[src/rtl/prio_irq_pkg.sv]
package prio_irq_pkg;
    typedef enum logic [1:0] {
        ST_IDLE  = 2'd0,
        ST_SERVE = 2'd1,
        ST_HALT  = 2'd2
    } svc_state_e;

    localparam int MODE_STOP_BIT = 0;
    localparam int MODE_ONE_BIT  = 1;
endpackage

[src/rtl/irq_sync_edge.sv]
module irq_sync_edge #(
    parameter int N = 16
) (
    input  logic         clk,
    input  logic         rst_n,
    input  logic [N-1:0] req_async,
    output logic [N-1:0] req_rise
);
    logic [N-1:0] meta_q, sync_q, prev_q;

    always_ff @(posedge clk or negedge rst_n) begin
        if (!rst_n) begin
            meta_q <= '0;
            sync_q <= '0;
            prev_q <= '0;
        end else begin
            meta_q <= req_async;
            sync_q <= meta_q;
            prev_q <= sync_q;
        end
    end

    assign req_rise = sync_q & ~prev_q;
endmodule

[src/rtl/irq_arbiter.sv]
module irq_arbiter #(
    parameter int N  = 16,
    parameter int PW = 4,
    localparam int IW = $clog2(N)
) (
    input  logic [N-1:0]    pend,
    input  logic [N*PW-1:0] prio_flat,
    output logic            win_valid,
    output logic [IW-1:0]   win_idx,
    output logic [PW-1:0]   win_prio
);
    always_comb begin
        win_valid = 1'b0;
        win_idx   = '0;
        win_prio  = '0;
        for (int i = 0; i < N; i++) begin
            if (pend[i] && (prio_flat[i*PW +: PW] != '0) &&
                (prio_flat[i*PW +: PW] >= win_prio)) begin
                win_valid = 1'b1;
                win_idx   = IW'(i);
                win_prio  = prio_flat[i*PW +: PW];
            end
        end
    end
endmodule

[src/rtl/irq_serve_fsm.sv]
module irq_serve_fsm
    import prio_irq_pkg::*;
#(
    parameter int PW = 4,
    parameter int IW = 4
) (
    input  logic          clk,
    input  logic          rst_n,
    input  logic          cand_valid,
    input  logic [IW-1:0] cand_idx,
    input  logic [PW-1:0] cand_prio,
    input  logic          mode_stop,
    input  logic          mode_one,
    input  logic          mode_wr,
    input  logic          ret_wr,
    output logic          accept,
    output logic          irq_out,
    output logic [IW-1:0] irq_src,
    output logic [PW-1:0] svc_level
);
    svc_state_e state, nxt;
    logic       shot_used;
    logic       gate;

    assign gate = !mode_stop || (mode_one && !shot_used);

    always_ff @(posedge clk or negedge rst_n) begin
        if (!rst_n) begin
            state     <= ST_IDLE;
            irq_src   <= '0;
            svc_level <= '0;
            shot_used <= 1'b0;
        end else begin
            state <= nxt;
            if (accept) begin
                irq_src   <= cand_idx;
                svc_level <= cand_prio;
            end else if (ret_wr && state == ST_SERVE) begin
                svc_level <= '0;
            end
            if (mode_wr)
                shot_used <= 1'b0;
            else if (accept && mode_stop)
                shot_used <= 1'b1;
        end
    end

    always_comb begin
        nxt    = state;
        accept = 1'b0;
        unique case (state)
            ST_IDLE: begin
                if (mode_stop && !gate) begin
                    nxt = ST_HALT;
                end else if (gate && cand_valid) begin
                    accept = 1'b1;
                    nxt    = ST_SERVE;
                end
            end
            ST_SERVE: begin
                if (ret_wr)
                    nxt = gate ? ST_IDLE : ST_HALT;
                else if (gate && cand_valid && (cand_prio > svc_level))
                    accept = 1'b1;
            end
            ST_HALT: begin
                if (gate)
                    nxt = ST_IDLE;
            end
            default: nxt = ST_IDLE;
        endcase
    end

    assign irq_out = (state == ST_SERVE);
endmodule

[src/rtl/prio_irq_ctrl.sv]
module prio_irq_ctrl
    import prio_irq_pkg::*;
#(
    parameter int N_SRC = 16,
    parameter int PW    = 4,
    parameter int DW    = 8,
    parameter int AW    = 4,
    localparam int IW   = $clog2(N_SRC)
) (
    input  logic             clk,
    input  logic             rst_n,
    input  logic [N_SRC-1:0] irq_req,
    input  logic [AW-1:0]    reg_addr,
    input  logic [DW-1:0]    reg_wdata,
    input  logic             reg_wr,
    input  logic             reg_rd,
    output logic [DW-1:0]    reg_rdata,
    output logic             irq_out,
    output logic [IW-1:0]    irq_src
);
    localparam int FPR         = DW / PW;
    localparam int N_PRIO_REGS = N_SRC / FPR;
    localparam int N_PEND_REGS = N_SRC / DW;
    localparam int ADDR_PEND0  = N_PRIO_REGS;
    localparam int ADDR_MODE   = ADDR_PEND0 + N_PEND_REGS;
    localparam int ADDR_RET    = ADDR_MODE + 1;

    logic [PW-1:0]       prio_q [N_SRC];
    logic [N_SRC*PW-1:0] prio_flat;
    logic [N_SRC-1:0]    pend_q, req_rise, clr_mask;
    logic [1:0]          mode_q;
    logic                mode_wr, ret_wr, accept;
    logic                cand_valid;
    logic [IW-1:0]       cand_idx;
    logic [PW-1:0]       cand_prio, svc_level;

    assign mode_wr = reg_wr && (reg_addr == AW'(ADDR_MODE));
    assign ret_wr  = reg_wr && (reg_addr == AW'(ADDR_RET));

    for (genvar g = 0; g < N_SRC; g++) begin : g_prio
        assign prio_flat[g*PW +: PW] = prio_q[g];
        always_ff @(posedge clk or negedge rst_n) begin
            if (!rst_n)
                prio_q[g] <= '0;
            else if (reg_wr && reg_addr == AW'(g / FPR))
                prio_q[g] <= reg_wdata[(g % FPR)*PW +: PW];
        end
    end

    always_ff @(posedge clk or negedge rst_n) begin
        if (!rst_n)
            mode_q <= '0;
        else if (mode_wr)
            mode_q <= reg_wdata[1:0];
    end

    irq_sync_edge #(.N(N_SRC)) u_sync (
        .clk       (clk),
        .rst_n     (rst_n),
        .req_async (irq_req),
        .req_rise  (req_rise)
    );

    assign clr_mask = accept ? (N_SRC'(1) << cand_idx) : '0;

    always_ff @(posedge clk or negedge rst_n) begin
        if (!rst_n)
            pend_q <= '0;
        else
            pend_q <= (pend_q & ~clr_mask) | req_rise;
    end

    irq_arbiter #(.N(N_SRC), .PW(PW)) u_arb (
        .pend      (pend_q),
        .prio_flat (prio_flat),
        .win_valid (cand_valid),
        .win_idx   (cand_idx),
        .win_prio  (cand_prio)
    );

    irq_serve_fsm #(.PW(PW), .IW(IW)) u_fsm (
        .clk        (clk),
        .rst_n      (rst_n),
        .cand_valid (cand_valid),
        .cand_idx   (cand_idx),
        .cand_prio  (cand_prio),
        .mode_stop  (mode_q[MODE_STOP_BIT]),
        .mode_one   (mode_q[MODE_ONE_BIT]),
        .mode_wr    (mode_wr),
        .ret_wr     (ret_wr),
        .accept     (accept),
        .irq_out    (irq_out),
        .irq_src    (irq_src),
        .svc_level  (svc_level)
    );

    always_comb begin
        reg_rdata = '0;
        if (reg_rd) begin
            for (int j = 0; j < N_PRIO_REGS; j++)
                if (reg_addr == AW'(j))
                    for (int f = 0; f < FPR; f++)
                        reg_rdata[f*PW +: PW] = prio_q[j*FPR + f];
            for (int k = 0; k < N_PEND_REGS; k++)
                if (reg_addr == AW'(ADDR_PEND0 + k))
                    reg_rdata = pend_q[k*DW +: DW];
            if (reg_addr == AW'(ADDR_MODE))
                reg_rdata[1:0] = mode_q;
        end
    end
endmodule

[config.mk]
export PLATFORM = sky130hd
export DESIGN_NAME = prio_irq_ctrl
export DESIGN_NICKNAME = d
export VERILOG_FILES = /design/src/rtl/prio_irq_pkg.sv /design/src/rtl/irq_sync_edge.sv /design/src/rtl/irq_arbiter.sv /design/src/rtl/irq_serve_fsm.sv /design/src/rtl/prio_irq_ctrl.sv
export SDC_FILE = /design/constraint.sdc
export NUM_CORES = 1
export LEC_CHECK = 0
export ABC_CLOCK_PERIOD_IN_PS = 22200
export BUFFER_PORTS_ARGS = -buffer_cell sky130_fd_sc_hd__buf_2
export CAP_MARGIN = 0
export CELL_PAD_IN_SITES_DETAIL_PLACEMENT = 1
export CELL_PAD_IN_SITES_GLOBAL_PLACEMENT = 2
export CORE_MARGIN = 10
export CORE_UTILIZATION = 36
export CTS_CLUSTER_SIZE = 14
export DETAILED_ROUTE_END_ITERATION = 6
export PLACE_DENSITY = 0.77
export SLEW_MARGIN = 20
export SYNTH_ARGS = -nofsm -noshare
export SYNTH_HDL_FRONTEND = slang
export SYNTH_SLANG_ARGS = --single-unit
[constraint.sdc]
create_clock -name clk -period 22.2 [get_ports clk]
set_input_delay 1.11 -clock clk [delete_from_list [all_inputs] [get_ports clk]]
set_output_delay 1.11 -clock clk [all_outputs]
set_load 0.03 [all_outputs]
=== Yosys cells after proc, flatten, opt, wreduce, memory -nomap -nowiden ===
Index checks and enable logic that the tools add are counted.

* Order comparisons: 17
* Reduce and logical (&&, ||, !) cells: 73
* Shift-type cells: 1
* Bitwise logic cells: 5
* Muxes and demuxes: 75
* Equality and inequality tests: 16

{| class="wikitable"
|+ Operator list
! operator !! number
|-
| two-way mux 4 bit || 26
|-
| two-way mux 8 bit || 11
|-
| nonzero test 4 bit || 16
|-
| >= comparator 4 bit || 15
|-
| logical AND 1 bit || 48
|-
| bitwise AND 16 bit || 2
|-
| inverter 16 bit || 2
|-
| two-way mux 1 bit || 23
|-
| equality test 4 x 3 -> 1 bit, second input constant || 4
|-
| equality test 4 bit, second input constant || 4
|-
| two-way mux 16 bit || 1
|-
| two-way mux 2 bit || 8
|-
| bitwise OR 16 bit || 1
|-
| << shifter 1 x 4 -> 16 bit, first input constant || 1
|-
| two-way mux 3 bit || 4
|-
| equality test 4 x 2 -> 1 bit, second input constant || 2
|-
| case mux 2 bit (3 select lines) || 1
|-
| equality test 4 x 1 -> 1 bit, second input constant || 1
|-
| >= comparator 4 x 1 -> 1 bit, second input constant || 1
|-
| > comparator 4 bit || 1
|-
| zero test 4 bit || 1
|-
| != test 2 x 1 -> 1 bit, second input constant || 2
|-
| nonzero test 2 bit || 2
|-
| zero test 1 bit || 3
|-
| other kinds (7) || 7
|}

* Output and inout bits: 13
* Flip-flop bits (word level): 141
* Logic and storage cells: 212
* Input port bits: 32

=== Depth between registers and ports, before layout ===
* Word-level depth: 58
* Mapped depth: 147
* Mapped depth without buffers: 141

=== Hierarchy ===
From an unflattened synthesis, not the netlist that was laid out.

* Cells, all modules: 879
* Area total of the unflattened synthesis: 9153.8 um^2

{| class="wikitable"
|+ By module, submodules not included
! module !! instances !! area each (um^2) !! cells each !! seq. area each (um^2)
|-
| prio_irq_ctrl || 1 || 4040.1 || 328 || 2052.0
|-
| irq_arbiter || 1 || 3069.2 || 432 || 0.0
|-
| irq_sync_edge || 1 || 1421.4 || 64 || 1201.2
|-
| irq_serve_fsm || 1 || 623.1 || 55 || 275.3
|}

=== Worst setup path after synthesis ===
OpenSTA, ideal clock, no wires.

* Path kind: register -> register
* Start point: register pend_q[0]
* End point: register pend_q[8]
* Slack: -2410 ps
* Setup time: 121 ps
* Path buffers: 6
* Stages on the path, launching flop included: 137
* Data arrival time: 24489 ps
* Required time: 22079 ps
* Cells stage by stage: dfrtp_1 and2_1 ha_1 nor3b_1 o21ai_2 and2_1 clkbuf_1 mux2_2 ha_1 nand2b_1 a21oi_1 nor2_1 o211a_1 or3_1 and2_1 ha_1 nand2b_1 a21oi_1 [101 not listed] ha_1 a21o_1 a21o_1 a21oi_1 nor2b_1 o41ai_1 a32o_1 a31o_2 ha_1 o21ai_0 nand2b_1 a21oi_1 o21ai_0 nand3b_1 clkbuf_1 a311oi_1 nand3_1 a22o_1

* Cells in the longest elaborated chain, start to end: 57
* Elaborated cells on any way between the ends: 92
* Those cells by class: order compare (16); shift (1); mux (53); bitwise (3); reduce/logical (19)

{| class="wikitable"
|+ RTL lines
! item !! RTL line !! RTL
|-
| from (decl) || prio_irq_ctrl.sv:30 || <nowiki>logic [N_SRC-1:0] pend_q, req_rise, clr_mask;</nowiki>
|-
| from (signal assigned) || prio_irq_ctrl.sv:70 || <nowiki>pend_q <= (pend_q & ~clr_mask) | req_rise;</nowiki>
|-
| logical AND 1 bit * (2 in a row) || irq_arbiter.sv:17 || <nowiki>if (pend[i] && (prio_flat[i*PW +: PW] != '0) &&</nowiki>
|-
| two-way mux 4 bit || irq_arbiter.sv:17 ||
|-
| >= comparator 4 bit || irq_arbiter.sv:18 || <nowiki>(prio_flat[i*PW +: PW] >= win_prio)) begin</nowiki>
|-
| logical AND 1 bit || irq_arbiter.sv:17 ||
|-
| two-way mux 4 bit || irq_arbiter.sv:17 ||
|-
| >= comparator 4 bit || irq_arbiter.sv:18 ||
|-
| logical AND 1 bit || irq_arbiter.sv:17 ||
|-
| two-way mux 4 bit || irq_arbiter.sv:17 ||
|-
| [40 not listed] || n/a ||
|-
| logical AND 1 bit || irq_serve_fsm.sv:63 || <nowiki>else if (gate && cand_valid && (cand_prio > svc_level))</nowiki>
|-
| two-way mux 1 bit || irq_serve_fsm.sv:63 ||
|-
| two-way mux 1 bit || irq_serve_fsm.sv:61 || <nowiki>if (ret_wr)</nowiki>
|-
| case mux 1 bit (2 select lines) || irq_serve_fsm.sv:51 || <nowiki>unique case (state)</nowiki>
|-
| two-way mux 16 bit * || prio_irq_ctrl.sv:64 || <nowiki>assign clr_mask = accept ? (N_SRC'(1) << cand_idx) : '0;</nowiki>
|-
| inverter 16 bit * || prio_irq_ctrl.sv:70 ||
|-
| bitwise AND 16 bit * || prio_irq_ctrl.sv:70 ||
|-
| bitwise OR 16 bit * || prio_irq_ctrl.sv:70 ||
|}

Every way passes the cells marked *; elsewhere a longest branch is shown, timed or not.
A chain may end at the register's enable or synchronous reset.

=== Final worst setup path ===
* Start point: register pend_q[0]
* End point: register pend_q[4]

Same word-level chain as after synthesis.

==> flow_summary.toml <==
[clock_network]
total_number_of_h_tree_levels = 4
clockRootBuffer = "sky130_fd_sc_hd__clkbuf_16"
cts_inserted_buffers = 17
path_clk_slew_ns = 0.08
cts_tree = "yes"
clock_latency_late_sink_ns = 0.44
ctsLongestPathBuffers = 2
numClockSinks = 141

[synth]
yosysWarnings = 0
synth.net_count = 1037
synth-main-ff-cell = "sky130_fd_sc_hd__dfrtp_1"
netlist_instances = 953
synth-edff-count = 0
synth_sequential_area_ratio = 0.389
post_synth_instance_area_sq_um = 9060
synth_async_reset_ratio = 1.00
synth_cell_type_count = 91
synth.avg_cell_area_sq_um = 9.51
yosys_register_bits = 141

[worst_setup_path]
worst_r2r_path_cells = 135
slowest_stage_cell_on_the_critical_path = "sky130_fd_sc_hd__dfrtp_2"
slowest_delay_ns = 0.45
crit_buf_inv = 5
timing.reg2reg.setup_slack_ns = -1.35
critical_path_peak_fanout = 6
timing.critical_path.required_ns = 22.54
cp_top_family = "compound AO/OA/AOI/OAI gates"
timing_worst_setup_path_type = "reg -> reg"
path_common_cell = "sky130_fd_sc_hd__a21o_1"
data_arrival_at_the_endpoint_of_the_critical_path_ns = 23.89
r2r_end = "pend_q[4]$_DFF_PN0_"
start_kind = "flop"
r2r-start = "pend_q[0]$_DFF_PN0_"
cp-end-kind = "flop"

[drt]
initialDrtViolationCount = 567
post_drt_wl_per_cell_um = 23.1
routed_wl_mm = 36.6
drt_first_pass_iters = 4
antenna_violating_nets_post_route = 0
detail_route.drc_violations = 0
vias = 8939
vias_per_cell = 5.63

[timing]
layout_setup_ws_ns = -1.35
layout_min_cycle_time_ns = 23.55
finClkSkew_ns = 0.0179
max_clock_freq_mhz = 42.5
timing_hold_violations_final = 0
timing_max_transition_violations_final = 0
setup_viol = 26
tightest_slew_ns = 1.21
layout_worst_path_cycle_share = 1.06
maxSlewHeadroom = 0.186
rsz0062_at_grt = "yes"

[flow_run]
max_cap_violations = 0

[hold_path]
worst_hold_startpoint = "u_sync.meta_q[2]$_DFF_PN0_"
worstHoldPathType = "reg -> reg"
min_delay_path_depth = 0
hold-path-endpoint = "u_sync.sync_q[2]$_DFF_PN0_"

[status]
status = "finished with violations"
failed_checks = "negative setup slack"

[global_routing]
global_route_wire_length_before_repair_mm = 55.2
global_route.usage.total = 0.225
number_of_antenna_violations_at_the_first_check_in_global_routing = 4
number_of_global_route_vias_before_repair = 9394
grt_max_degree = 79
gr-total-overflow = 0

[place]
gp_congestion = 0.899
detailedPlacementHpwl_mm = 25.6
io_buffers = 44
place_worst_setup_slack_ns = -1.69

[floorplanning]
io_pins = 45
die-area_sq_um = 31900
std_cell_rows = 58
coreArea_sq_um = 25000
initial_core_util = 0.363
floorplan.die.height_um = 179
chip_width_um = 179

[final_layout]
drive_above_1_share = 0.473
multiInputGateArea_sq_um = 6320
flow.area_growth_from_synthesis_pct = 47.4
nFillCells = 2787
design.final.nets = 1328
ff_latch_area_sq_um = 3530
placed cells by master, fill, tap and decap left out, types with 9 or more instances in the layout:
master                      count
sky130_fd_sc_hd__inv_1         55
sky130_fd_sc_hd__o21ai_2       14
sky130_fd_sc_hd__o21ai_0       43
sky130_fd_sc_hd__nand2_1       67
sky130_fd_sc_hd__nand2b_4      16
sky130_fd_sc_hd__a31oi_1       11
sky130_fd_sc_hd__a22oi_1       11
sky130_fd_sc_hd__o211ai_1      15
sky130_fd_sc_hd__clkbuf_16     17
sky130_fd_sc_hd__a21oi_2       17
sky130_fd_sc_hd__a21o_1        17
sky130_fd_sc_hd__o21ai_1       11
sky130_fd_sc_hd__mux2i_1       11
sky130_fd_sc_hd__ha_4          11
sky130_fd_sc_hd__mux2_2        59
sky130_fd_sc_hd__ha_1          39
sky130_fd_sc_hd__a22o_1        13
sky130_fd_sc_hd__and2_4         9
sky130_fd_sc_hd__dfrtp_1      140
sky130_fd_sc_hd__buf_2         43
sky130_fd_sc_hd__buf_6         20
sky130_fd_sc_hd__and2_1        12
sky130_fd_sc_hd__nor2_1        46
sky130_fd_sc_hd__o21a_1        13
sky130_fd_sc_hd__nor2b_1       15
sky130_fd_sc_hd__nand3_1       17
sky130_fd_sc_hd__a21oi_4        9
sky130_fd_sc_hd__buf_4        241
sky130_fd_sc_hd__nand2_2       11
sky130_fd_sc_hd__a21oi_1       30
how the worst max path moves through the flow:
stage                              from                  end  cells after the start
floorplan           pend_q[0]$_DFF_PN0_  pend_q[0]$_DFF_PN0_                    139
global placement    pend_q[0]$_DFF_PN0_  pend_q[4]$_DFF_PN0_                    133
detailed placement  pend_q[0]$_DFF_PN0_  pend_q[4]$_DFF_PN0_                    137
CTS                 pend_q[0]$_DFF_PN0_  pend_q[4]$_DFF_PN0_                    136
global route        pend_q[0]$_DFF_PN0_  pend_q[4]$_DFF_PN0_                    137
finish              pend_q[0]$_DFF_PN0_  pend_q[4]$_DFF_PN0_                    135
metrics by stage:
step | hold WS, ns | util | setup TNS, ns | cells | area [sq um]
after floorplan | 0.331 | - | -8.22 | 953 | 9460
after global routing | 0.352 | 0.535 | -61.22 | 1587 | 13400
after detailed placement | 0.336 | 0.453 | -35.84 | 1478 | 11300
final | 0.343 | 0.535 | -28.34 | 1589 | 13400
after global placement | 0.332 | 0.453 | -19.37 | 1478 | 11300
after CTS | 0.347 | 0.514 | -19.68 | 1571 | 12800
layout make-up:
class,instances,area share
Multi-Input combinational cell,722,0.473
Sequential cell,141,0.264
Timing Repair Buffer,306,0.171
Clock buffer,17,0.0319
Tap cell,330,0.0309
Inverter,56,0.0157
Clock inverter,15,0.0131
Antenna cell,2,0.000375
what timing repair did:
item / in CTS / in global routing
gates resized for setup: 96 / 81
hold buffers: 0 / 0
setup endpoints to repair: 26 / 26
pin swaps: 52 / 39
buffers inserted: 61 / 19
logic make-up (layout without fill, tap and decap cells):
| kind of cell | count (synthesis) | count (layout) | share of synthesized area |
|---|---|---|---|
| other cells | 0 | 2 | 0 |
| simple gates | 287 | 287 | 0.160 |
| buf+inv | 90 | 394 | 0.0387 |
| fa+ha+maj | 53 | 53 | 0.0729 |
| flops | 141 | 141 | 0.389 |
| compound gates | 306 | 306 | 0.242 |
| mux | 76 | 76 | 0.0965 |
routing by layer:
metal,global-route usage,part of all wire
met5,0,0.00063
met4,0.0637,0.020
met3,0.0459,0.045
met2,0.374,0.49
met1,0.290,0.44
cells in the mapped netlist, types with 14 or more instances:
master                     number  area [sq um]
sky130_fd_sc_hd__dfrtp_1      141          3530
sky130_fd_sc_hd__nand2_1       78           293
sky130_fd_sc_hd__o21ai_0       66           330
sky130_fd_sc_hd__mux2_2        60           676
sky130_fd_sc_hd__nor2_1        59           221
sky130_fd_sc_hd__inv_1         56           210
sky130_fd_sc_hd__a21oi_1       54           270
sky130_fd_sc_hd__ha_1          52           651
sky130_fd_sc_hd__clkbuf_1      24          90.1
sky130_fd_sc_hd__nand2b_1      23           144
sky130_fd_sc_hd__nand3_1       23           115
sky130_fd_sc_hd__and2_1        21           131
sky130_fd_sc_hd__nor2b_1       19           119
sky130_fd_sc_hd__a21o_1        18           135
sky130_fd_sc_hd__a31oi_1       15          93.8
sky130_fd_sc_hd__o211ai_1      15           113
sky130_fd_sc_hd__o21a_1        14           105
state kept, by name, summed over array words and instances, names as in the netlist:
| name | cells |
|---|---|
| mode_q | 2 |
| pend_q | 16 |
| prio_flat | 64 |
| u_fsm.irq_src | 4 |
| u_fsm.shot_used | 1 |
| u_fsm.state | 2 |
| u_fsm.svc_level | 4 |
| u_sync.meta_q | 16 |
| u_sync.prev_q | 16 |
| u_sync.sync_q | 16 |
Power is left out: the tool's default activity adds up to more than one toggle a clock period on the data nets, which glitch-free logic cannot reach.
